<file path="src/rtl/iter_term_pkg.sv">
package iter_term_pkg;
    typedef enum logic [2:0] {
        ST_IDLE,
        ST_ISSUE,
        ST_RUN,
        ST_DECIDE,
        ST_WREQ,
        ST_WRITE
    } ctl_state_e;
endpackage

</file>
<file path="src/rtl/iter_term_monitor.sv">
// Sticky "every magnitude above threshold" flag for one pass.
module iter_term_monitor #(
    parameter int SW = 4,
    localparam int TW = SW - 1
) (
    input  logic          clk,
    input  logic          rst_n,
    input  logic          clear_i,
    input  logic          vld_i,
    input  logic [SW-1:0] soft_i,
    input  logic [TW-1:0] thresh_i,
    output logic          all_ok_o
);
    logic [SW-1:0] mag;
    logic          above;
    logic          ok_q;

    // Magnitude in SW unsigned bits: the most negative code maps to 2^(SW-1).
    always_comb begin
        mag   = soft_i[SW-1] ? (~soft_i + 1'b1) : soft_i;
        above = mag > {1'b0, thresh_i};
    end

    always_ff @(posedge clk or negedge rst_n) begin
        if (!rst_n)
            ok_q <= 1'b0;
        else if (clear_i)
            ok_q <= 1'b1;
        else if (vld_i && !above)
            ok_q <= 1'b0;
    end

    assign all_ok_o = ok_q;

    AST_FLAG_STICKY: assert property (@(posedge clk) disable iff (!rst_n)
        (!ok_q && !clear_i) |=> !ok_q);

    AST_FLAG_LOWEST: assert property (@(posedge clk) disable iff (!rst_n)
        (vld_i && !clear_i && soft_i == {1'b1, {(SW-1){1'b0}}}) |=> (ok_q == $past(ok_q)));
endmodule

</file>
<file path="src/rtl/iter_term_bounds.sv">
// Half-iteration counter with clamped minimum/maximum and stop decision.
module iter_term_bounds #(
    parameter int HW = 5
) (
    input  logic          clk,
    input  logic          rst_n,
    input  logic          load_i,
    input  logic [HW-1:0] min_i,
    input  logic [HW-1:0] max_i,
    input  logic          inc_i,
    input  logic          all_ok_i,
    output logic [HW-1:0] cnt_o,
    output logic [HW-1:0] emin_o,
    output logic [HW-1:0] emax_o,
    output logic          stop_o,
    output logic          early_o
);
    localparam logic [HW-1:0] ONE = HW'(1);

    logic [HW-1:0] cnt_q, emin_q, emax_q;
    logic [HW-1:0] max_eff, min_eff;
    logic          at_max, min_met;

    always_comb begin
        max_eff = (max_i == '0) ? ONE : max_i;
        min_eff = (min_i > max_eff) ? max_eff : min_i;
    end

    always_ff @(posedge clk or negedge rst_n) begin
        if (!rst_n) begin
            cnt_q  <= '0;
            emin_q <= '0;
            emax_q <= ONE;
        end else if (load_i) begin
            cnt_q  <= '0;
            emin_q <= min_eff;
            emax_q <= max_eff;
        end else if (inc_i) begin
            cnt_q  <= cnt_q + ONE;
        end
    end

    always_comb begin
        at_max  = cnt_q >= emax_q;
        min_met = cnt_q >= emin_q;
        stop_o  = at_max || (min_met && all_ok_i);
        early_o = !at_max && min_met && all_ok_i;
    end

    assign cnt_o  = cnt_q;
    assign emin_o = emin_q;
    assign emax_o = emax_q;

    AST_CNT_BOUNDED: assert property (@(posedge clk) disable iff (!rst_n)
        cnt_q <= emax_q);

    AST_MAX_NONZERO: assert property (@(posedge clk) disable iff (!rst_n)
        emax_q != '0);
endmodule

</file>
<file path="src/rtl/iter_term_stats.sv">
// Per-block statistics published after the write phase.
module iter_term_stats #(
    parameter int HW = 5
) (
    input  logic          clk,
    input  logic          rst_n,
    input  logic          cap_i,
    input  logic [HW-1:0] cnt_i,
    input  logic          early_i,
    output logic [HW-1:0] half_cnt_o,
    output logic          et_o
);
    logic [HW-1:0] cnt_q;
    logic          et_q;

    always_ff @(posedge clk or negedge rst_n) begin
        if (!rst_n) begin
            cnt_q <= '0;
            et_q  <= 1'b0;
        end else begin
            et_q <= cap_i && early_i;
            if (cap_i)
                cnt_q <= cnt_i;
        end
    end

    assign half_cnt_o = cnt_q;
    assign et_o       = et_q;

    AST_ET_SINGLE: assert property (@(posedge clk) disable iff (!rst_n)
        et_q |=> !et_q);

    AST_CNT_HOLD: assert property (@(posedge clk) disable iff (!rst_n)
        !cap_i |=> $stable(cnt_q));
endmodule

</file>
<file path="src/rtl/iter_term_ctrl.sv">
module iter_term_ctrl #(
    parameter int SW = 4,
    parameter int HW = 5,
    localparam int TW = SW - 1
) (
    input  logic          clk,
    input  logic          rst_n,
    input  logic          start_i,
    input  logic [HW-1:0] min_half_i,
    input  logic [HW-1:0] max_half_i,
    input  logic [TW-1:0] thresh_i,
    output logic          pass_start_o,
    output logic          pass_order_o,
    input  logic          soft_vld_i,
    input  logic [SW-1:0] soft_i,
    input  logic          pass_done_i,
    output logic          hard_o,
    output logic          wr_start_o,
    output logic          wr_order_o,
    input  logic          wr_done_i,
    output logic          busy_o,
    output logic [HW-1:0] half_cnt_o,
    output logic          et_o
);
    import iter_term_pkg::*;

    ctl_state_e    state_q, state_d;
    logic [TW-1:0] thresh_q;
    logic          load, inc, cap, clear, mon_vld;
    logic          all_ok, stop, early;
    logic [HW-1:0] cnt, emin, emax;

    // State register
    always_ff @(posedge clk or negedge rst_n) begin
        if (!rst_n)
            state_q <= ST_IDLE;
        else
            state_q <= state_d;
    end

    // Threshold captured with the bounds at an accepted start
    always_ff @(posedge clk or negedge rst_n) begin
        if (!rst_n)
            thresh_q <= '0;
        else if (load)
            thresh_q <= thresh_i;
    end

    // Next state
    always_comb begin
        state_d = state_q;
        unique case (state_q)
            ST_IDLE:   if (start_i) state_d = ST_ISSUE;
            ST_ISSUE:  state_d = ST_RUN;
            ST_RUN:    if (pass_done_i) state_d = ST_DECIDE;
            ST_DECIDE: state_d = stop ? ST_WREQ : ST_ISSUE;
            ST_WREQ:   state_d = ST_WRITE;
            ST_WRITE:  if (wr_done_i) state_d = ST_IDLE;
            default:   state_d = ST_IDLE;
        endcase
    end

    // Outputs and internal strobes
    always_comb begin
        busy_o       = 1'b1;
        pass_start_o = 1'b0;
        wr_start_o   = 1'b0;
        load         = 1'b0;
        inc          = 1'b0;
        cap          = 1'b0;
        clear        = 1'b0;
        mon_vld      = 1'b0;
        unique case (state_q)
            ST_IDLE: begin
                busy_o = 1'b0;
                load   = start_i;
            end
            ST_ISSUE: begin
                pass_start_o = 1'b1;
                clear        = 1'b1;
            end
            ST_RUN: begin
                mon_vld = soft_vld_i;
                inc     = pass_done_i;
            end
            ST_DECIDE: ;
            ST_WREQ:   wr_start_o = 1'b1;
            ST_WRITE:  cap = wr_done_i;
            default:   busy_o = 1'b0;
        endcase
        pass_order_o = cnt[0];
        wr_order_o   = ~cnt[0];
        hard_o       = soft_i[SW-1];
    end

    iter_term_monitor #(.SW(SW)) u_mon (
        .clk      (clk),
        .rst_n    (rst_n),
        .clear_i  (clear),
        .vld_i    (mon_vld),
        .soft_i   (soft_i),
        .thresh_i (thresh_q),
        .all_ok_o (all_ok)
    );

    iter_term_bounds #(.HW(HW)) u_bnd (
        .clk      (clk),
        .rst_n    (rst_n),
        .load_i   (load),
        .min_i    (min_half_i),
        .max_i    (max_half_i),
        .inc_i    (inc),
        .all_ok_i (all_ok),
        .cnt_o    (cnt),
        .emin_o   (emin),
        .emax_o   (emax),
        .stop_o   (stop),
        .early_o  (early)
    );

    iter_term_stats #(.HW(HW)) u_sts (
        .clk        (clk),
        .rst_n      (rst_n),
        .cap_i      (cap),
        .cnt_i      (cnt),
        .early_i    (early),
        .half_cnt_o (half_cnt_o),
        .et_o       (et_o)
    );

    AST_BUSY_FROM_START: assert property (@(posedge clk) disable iff (!rst_n)
        $rose(busy_o) |-> $past(start_i));

    AST_MIN_BEFORE_WRITE: assert property (@(posedge clk) disable iff (!rst_n)
        wr_start_o |-> (cnt >= emin));

    AST_ET_BELOW_MAX: assert property (@(posedge clk) disable iff (!rst_n)
        et_o |-> (half_cnt_o < emax));

    AST_IDLE_QUIET: assert property (@(posedge clk) disable iff (!rst_n)
        !busy_o |-> (!pass_start_o && !wr_start_o));

    AST_BUSY_FALL: assert property (@(posedge clk) disable iff (!rst_n)
        $fell(busy_o) |-> $past(wr_done_i));
endmodule

</file>
<file path="config.mk">
export PLATFORM = sky130hd
export DESIGN_NAME = iter_term_ctrl
export DESIGN_NICKNAME = d
export VERILOG_FILES = /design/src/rtl/iter_term_pkg.sv /design/src/rtl/iter_term_monitor.sv /design/src/rtl/iter_term_bounds.sv /design/src/rtl/iter_term_stats.sv /design/src/rtl/iter_term_ctrl.sv
export SDC_FILE = /design/constraint.sdc
export NUM_CORES = 1
export LEC_CHECK = 0
export BUFFER_PORTS_ARGS = -buffer_cell sky130_fd_sc_hd__buf_4
export CORE_ASPECT_RATIO = 0.6
export CORE_MARGIN = 5
export CORE_UTILIZATION = 23
export CTS_CLUSTER_DIAMETER = 60
export CTS_CLUSTER_SIZE = 40
export DETAILED_ROUTE_END_ITERATION = 7
export PLACE_DENSITY = 0.39
export RECOVER_POWER = 50
export SLEW_MARGIN = 20
export SYNTH_ARGS = -nofsm -noshare
export SYNTH_HDL_FRONTEND = slang
export SYNTH_SLANG_ARGS = --single-unit
</file>
<file path="constraint.sdc">
create_clock -name clk -period 4.5 [get_ports clk]
set_input_delay 0.225 -clock clk [delete_from_list [all_inputs] [get_ports clk]]
set_output_delay 0.225 -clock clk [all_outputs]
set_load 0.02 [all_outputs]
</file>
# Word level (Yosys, flattened, before mapping)
# Index checks and enable logic that the tools add are counted.
[totals]
out_inout_bits = 12
reg_bits = 28
in_bits = 23
[classes]
add_sub_neg = 2
order_cmp = 4
n_mux = 19
reduce_logical = 14
n_bitwise = 2
eq_ne = 8
[ops]
columns = ["cell", "n"]
rows = [
  ["5-bit two-way mux", 4],
  ["3-bit case mux with 6 select lines", 1],
  ["3-bit two-way mux", 4],
  ["5-bit >= comparator", 2],
  ["1-bit two-way mux", 9],
  ["3-bit by 2-bit equality test with 1-bit output, second input constant", 2],
  ["3-bit equality test, second input constant", 2],
  ["2-bit inequality test, second input constant", 3],
  ["5-bit by 1-bit adder with 5-bit output, second input constant", 1],
  ["5-bit greater-than comparator", 1],
  ["1-bit logical AND", 5],
  ["5-bit logical NOT", 1],
  ["5-bit OR reduction", 1],
  ["4-bit by 1-bit adder with 4-bit output, second input constant", 1],
  ["4-bit by 3-bit greater-than comparator with 1-bit output", 1],
  ["4-bit two-way mux", 1],
  ["4-bit inverter", 1],
  ["2-bit nonzero test", 2],
  ["3-bit by 1-bit equality test with 1-bit output, second input constant", 1],
  ["3-bit logical NOT", 1],
  ["3-bit AND reduction", 1],
  ["1-bit logical NOT", 2],
  ["1-bit logical OR", 1],
  ["1-bit inverter", 1],
]

# Longest topological paths before layout
# Gate-level depths: netlist (run 1).
[depth]
depth_word = 8
depth_mapped = 10
ltp_nobuf = 10

# By module
# Synthesis (run 1) repeated with hierarchy kept, for this count alone.
[unflattened]
hier_cells = 183
hier_area_um2 = 1820.5
[modules_own_cells]
columns = ["mod", "cells_each", "instances", "seq_area_each_um2", "area_per_inst_um2"]
rows = [
  ["iter_term_bounds", 110, 1, 376.6, 1029.7],
  ["iter_term_ctrl", 39, 1, 150.1, 406.6],
  ["iter_term_stats", 12, 1, 150.1, 214.0],
  ["iter_term_monitor", 22, 1, 25.0, 170.2],
]

# Least setup slack after synthesis (run 1)
# Ideal clock, no wire load.
[synth_timing]
kind = "register to register"
startpoint = "register u_bnd.cnt_q[0] (netlist: u_bnd.cnt_o[0])"
endpoint = "register state_q[0]"
setup_ns = 0.131
synth_period_minus_slack_ns = 1.917
path_slack_ns = 2.583
stages_incl_launch_ff = 8
arrival_ns = 1.786
path_cell_list = "dfrtp_1 -> inv_1 -> ha_1 -> nor2b_1 -> o21ai_0 -> a41oi_1 -> nor3b_1 -> or3_1"
[synth_via]
elab_chain_cells = 5
[synth_lines]
columns = ["element", "line_no", "rtl"]
rows = [
  ["from (decl)", "iter_term_bounds.sv:20", "logic [HW-1:0] cnt_q, emin_q, emax_q;"],
  ["from (signal assigned)", "iter_term_bounds.sv:39", "cnt_q <= cnt_q + ONE;"],
  ["5-bit >= comparator", "iter_term_bounds.sv:45", "min_met = cnt_q >= emin_q;"],
  ["1-bit logical AND", "iter_term_bounds.sv:46", "stop_o = at_max || (min_met && all_ok_i);"],
  ["1-bit logical OR (*)", "iter_term_bounds.sv:46", ""],
  ["3-bit two-way mux (*)", "iter_term_ctrl.sv:56", "ST_DECIDE: state_d = stop ? ST_WREQ : ST_ISSUE;"],
  ["3-bit case mux with 6 select lines (*)", "iter_term_ctrl.sv:52", "unique case (state_q)"],
  ["to (signal assigned)", "iter_term_ctrl.sv:38", "state_q <= state_d;"],
  ["to (decl)", "iter_term_ctrl.sv:27", "ctl_state_e state_q, state_d;"],
]
# Every way passes the cells marked *; elsewhere a longest branch is shown, timed or not.
# A chain may end at the register's enable or synchronous reset.

# Worst setup path in the final report (run 1)
# Ends and elaborated chain as after synthesis.

==> flow_summary.ini, run 1 <==
[route]
dr_total_vias = 1298
dr.max_layer_used = met4
wl_met3_um = 163
routed_wl_um = 4045
dr_wl_met2_um = 1445
first_pass_iters = 4
first_iter_violations = 63
viasPerCell = 4.069
routedWlPerCell_um = 12.68
drt.antenna.violating_nets = 0
wl_met1_um = 2413
drc = 0

[timing]
slew_headroom_pct = -5.870
slew_violations = 29
rsz0062_at_grt = false
hold_ws_ns = 0.1497
worst_pin_slew_ns = 1.588
period_share_pct = 44.01
fin_crit_ns = 1.981
clock_skew_ns = 0.003339
hold_viol_final = 0
tns_ns = 0
fmax_mhz = 504.9
finalSetupViolations = 0

[global_routing]
grt.overflow.total = 0
grt_max_degree = 29
grt_pass1_wl_um = 6920
grt_antenna_before_repair = 0
grtUsageTotal_pct = 9.252
grt_pass1_vias = 1356

[final_layout]
num_antenna_cells = 0
fin_util_pct = 29.70
final_common_cell = buf_4
layout_common_cells = buf_4, dfrtp_1, nand2_1
area_growth_pct = 24.93
finish.net_count = 259
final_cell_area_um2 = 2176
drive_gt1_share_pct = 19.07

[cts]
clk_latency_ns = 0.27
hold_buffers = 1
post_cts_resized = 0
cts_made_buffers = 3
postCtsSetupRepairBufs = 0
cts_buffer_depth = 2
cts_sinks = 28
path_clk_slew_ns = 0.07
cts-root-buf = clkbuf_16
cts_tree = yes
htree_levels = 1

[die]
floorplan.initialDensity_pct = 23.77
core-area_um2 = 7327
num_rows = 24
die_x_um = 122.3
dieHeight_um = 77.41
die-area_um2 = 9470
io_pins = 35

[critical_path]
crit_path_end_kind = register
cp.required_ns = 4.65
critPathArrivalTime_ns = 2.13
worstSetupPathType = reg2reg
cp-start-kind = register
path_max_fanout = 5

[placed_design]
numPortBuffers = 34
dp.final_hpwl_um = 3205
place.gp.congestion = 0.7236
dpl_cell_area_um2 = 2083

[yosys]
syn_inst = 184
synthesis.area_um2 = 1742
synth_edf_count = 0
ys_ff_latch = 28
syn-num-nets = 227
synth_ff_type = dfrtp_1
avgSynthCellArea_um2 = 9.466
ys_types = 36
yosysWarnings = 0
async_flop_share_pct = 100.0
yosysSeqAreaShare_pct = 40.30

[power]
ir_worst_vdd_uv = 213.3
power_w = 0.001185
powerDensity_nw_per_um2 = 544.8
p_leak_nw = 1.078

[min_path]
hold_class = in2reg

[run_status]
violations = max-capacitance violations, max-slew violations
status = finished, violations left

[job]
drv_cap = 1
synth_stat cells, types with 2 or more instances:
library cell   n  share of area [%]
nand3b_1       2               0.86
inv_1         20                4.3
nand4_1        4                1.4
nand3_1        2               0.57
mux2i_1        6                3.4
nand2b_1       5                1.8
nor2_1        11                2.4
buf_2          5                1.4
dfrtp_1       27                 39
a21oi_1        4                1.1
xnor2_1        3                1.5
buf_4          2               0.86
ha_1          20                 14
nor3b_1        2               0.86
nor2b_1        4                1.4
nor3_1         2               0.57
o21ai_1        5                1.4
o21ai_0       13                3.7
nand2_1       25                5.4
mux2_2         4                2.6
xor2_1         3                1.5
worst paths after layout:
| path | from | slack (ns) | to | cells past startpoint |
|---|---|---|---|---|
| max in group asynchronous | rst_n | 2.68 | u_bnd.emin_o[1] | 2 |
| min in group asynchronous | rst_n | 0.90 | u_sts.half_cnt_o[1] | 2 |
| worst min-delay path | thresh_i[0] | 0.15 | thresh_q[0] | 3 |
| worst max register to register | u_bnd.cnt_o[0] | 2.52 | state_q[0] | 7 |
| worst min register to register | u_bnd.emax_o[0] | 0.47 | u_bnd.emax_o[0] | 2 |
| worst max-delay path | u_bnd.cnt_o[0] | 2.52 | state_q[0] | 7 |
where the power goes:
group | leakage [nW] | total [W] | switching, W | internal (W)
combinational | 0.669 | 0.000480 | 0.000266 | 0.000214
sequential | 0.358 | 0.000434 | 0.0000909 | 0.000343
clock | 0.0511 | 0.000271 | 0.0000935 | 0.000177
area by class of cell:
| type | count | area (um2) |
|---|---|---|
| fillers | 800 | 5151 |
| well taps | 104 | 130.1 |
| multi-input cells | 128 | 920.9 |
| clock inverters | 1 | 30.03 |
| repair buffers | 35 | 242.7 |
| flip-flops and latches | 28 | 701.9 |
| inverters | 20 | 75.07 |
| clock buffers | 3 | 75.07 |
routing by layer:
| layer | vias to the layer above | global-route usage, % |
|---|---|---|
| li1 | 688 | - |
| met1 | 586 | 14.46 |
| met2 | 22 | 12.60 |
| met3 | 2 | 2.762 |
| met4 | 0 | 1.341 |
| met5 | - | 0 |
critical path, cell delays in order, from the launching register on:
cell and delay (ns):
dfrtp_1 0.43, inv_1 0.14, ha_1 0.30, nor2b_1 0.04, o21ai_0 0.24, a41oi_1 0.22
nor3b_1 0.19, or3_1 0.31
logic make-up after synthesis:
| kind of cell | count (synthesis) | share of synthesized area (%) |
|---|---|---|
| simple gates | 62 | 18.10 |
| compound gates | 30 | 11.35 |
| buf+inv | 28 | 6.824 |
| flops | 28 | 40.30 |
| fa+ha+maj | 20 | 14.37 |
| mux | 10 | 6.034 |
| xor+xnor | 6 | 3.018 |
state kept, by name, summed over array words and instances, names as in the netlist:
register          cells
u_bnd.cnt_o           5
u_bnd.emax_o          5
u_bnd.emin_o          5
u_sts.half_cnt_o      5
state_q               3
thresh_q              3
u_mon.all_ok_o        1
u_sts.et_o            1
stage by stage:
stage	setup slack (ns)	instances
after CTS	2.483	319
after floorplan	2.583	184
after global routing	2.267	319
after global placement	2.503	314
after detailed placement	2.498	314
final	2.519	319
Power figures use the tool's default switching activity.
==> run 2, diff against run 1 <==
==> constraint.sdc (replaced) <==
create_clock -name clk -period 1.9 [get_ports clk]
set_input_delay 0.095 -clock clk [delete_from_list [all_inputs] [get_ports clk]]
set_output_delay 0.095 -clock clk [all_outputs]
set_load 0.02 [all_outputs]
==> run 2 against run 1 <==
Compared with the run above: the run now ends clean; clock-buffer cell count grew 1; utilization grew 0.27 points; non-clock buffer count grew 5; global-route usage shrank 0.34 points; wire length shrank 0.72%; clock power grew 94%; sequential share of layout area shrank 0.24 points; cell area grew 0.92%; via count shrank 1.3%; flip-flop and latch count is the same; largest cell class unchanged.
==> flow_summary.ini, run 2 (synthesized netlist as in run 1, its figures left out) <==
[power]
p_leak_nw = 1.095
powerDensity_nw_per_um2 = 1260
ir_worst_vdd_uv = 425.1

[placed_design]
place.gp.congestion = 0.7491
dpl_cell_area_um2 = 2122
numPortBuffers = 34
dp.final_hpwl_um = 3219
dp_cells = 319

[timing]
clock_skew_ns = 0.004847
hold_viol_final = 0
fmax_mhz = 570.2
finalSetupViolations = 0
tns_ns = 0
fin_crit_ns = 1.754
slew_headroom_pct = 51.98
period_share_pct = 92.31
slew_violations = 0
rsz0062_at_grt = false
worst_pin_slew_ns = 0.7203

[route]
drc = 0
dr_total_vias = 1281
viasPerCell = 3.954
drt.antenna.violating_nets = 0
routedWlPerCell_um = 12.40
routed_wl_um = 4016
first_pass_iters = 4
first_iter_violations = 50

[final_layout]
final_common_cell = buf_4
finish.net_count = 264
final_cell_area_um2 = 2196
layout_common_cells = buf_4, dfrtp_1, nand2_1
fillCellCount = 808
drive_gt1_share_pct = 21.36
area_growth_pct = 26.08
fin_util_pct = 29.97
layout.cells.non_filler = 324
num_antenna_cells = 0

[die]
die_x_um = 122.3
io_pins = 35
floorplan.initialDensity_pct = 23.77
die-area_um2 = 9470
dieHeight_um = 77.41
core-area_um2 = 7327
num_rows = 24

[global_routing]
grt_max_degree = 29
grt.overflow.total = 0
grt_pass1_vias = 1272
grt_pass1_wl_um = 6644
grt_antenna_before_repair = 0
grtUsageTotal_pct = 8.910

[cts]
cts_buffer_depth = 2
cts_made_buffers = 3
clk_latency_ns = 0.26
cts-root-buf = clkbuf_16
cts_sinks = 28
cts_tree = yes
path_clk_slew_ns = 0.07
htree_levels = 1

[critical_path]
crit_path_end_kind = register
cp-start-kind = register
cp.required_ns = 2.05
cp_cell_sequence = inv_1 > ha_1 > nor2b_1 > o21ai_1 > a41oi_1 > nor3b_1 > or3_1
critPathBufInv = 1
path_delay_family = simple AND/OR/NAND/NOR gates
path_max_fanout = 5
slowest_delay_ns = 0.41
crit_path_top_delay_cell = dfrtp_2
critPathArrivalTime_ns = 1.90
worstSetupPathType = reg2reg

[min_path]
hold_class = in2reg

[job]
drv_cap = 0

[run_status]
status = finished, final reports clean
run 2: cell types whose count changed in the layout (fill, tap and decap cells not counted), sizes merged:
cell	change
buf	+4
clkbuf	+2
bufinv	-1
run 2: routing by layer:
| layer | track usage [%] | vias up | wire length, um |
|---|---|---|---|
| met3 | 3.125 | 2 | 211 |
| met4 | 1.676 | 0 | 19 |
| li1 | - | 691 | - |
| met5 | 0 | - | 0 |
| met2 | 11.23 | 19 | 1520 |
| met1 | 14.22 | 569 | 2264 |
run 2: worst paths after layout:
path                            startpoint                   to  slack, ns  cells past startpoint
min                            thresh_i[0]          thresh_q[0]       0.02                      3
min reg2reg                u_bnd.emax_o[0]      u_bnd.emax_o[0]       0.47                      2
max in group asynchronous            rst_n       u_bnd.cnt_o[0]       0.96                      2
min in group asynchronous            rst_n  u_sts.half_cnt_o[2]       0.43                      2
max                         u_bnd.cnt_o[0]           state_q[0]       0.15                      7
max reg2reg                 u_bnd.cnt_o[0]           state_q[0]       0.15                      7
run 2: repair_timing:
action                                  in CTS  in global routing
hold buffers                                 1                  0
endpoints found under the setup margin       0                  1
setup buffers                                0                  0
gates resized for setup                      0                  2
hold endpoints to repair                    27                  0
run 2: cell type report:
class                      instances  area [um2]  area share (%)
inverter                          20       75.07           3.419
multi-input combinational        128       920.9           41.94
tap                              104       130.1           5.926
sequential                        28       703.2           32.02
timing repair buffer              40       277.8           12.65
clock buffer                       4       88.84           4.046
run 2: stage by stage:
stage | total power (W) | setup WS (ns) | hold slack [ns]
detailed placement | 0.002267 | 0.05756 | 0.05059
global route | 0.003028 | 0.04152 | 0.04010
CTS | 0.002824 | 0.05256 | 0.01553
floorplan | 0.001846 | 0.09243 | -0.2006
finish | 0.002768 | 0.1462 | 0.02092
global placement | 0.002282 | 0.09295 | 0.04520
run 2: power by group:
| part | internal, W | total (W) | switching (W) |
|---|---|---|---|
| clock | 0.000323 | 0.000525 | 0.000202 |
| sequential | 0.000816 | 0.000989 | 0.000173 |
| combinational | 0.000561 | 0.00125 | 0.000692 |
| total | 0.00170 | 0.00277 | 0.00107 |
run 2: tightest hold or removal path, cell delays in order:
cell	delay, ns
buf_4	0.08
nand2_1	0.04
nand2_1	0.04
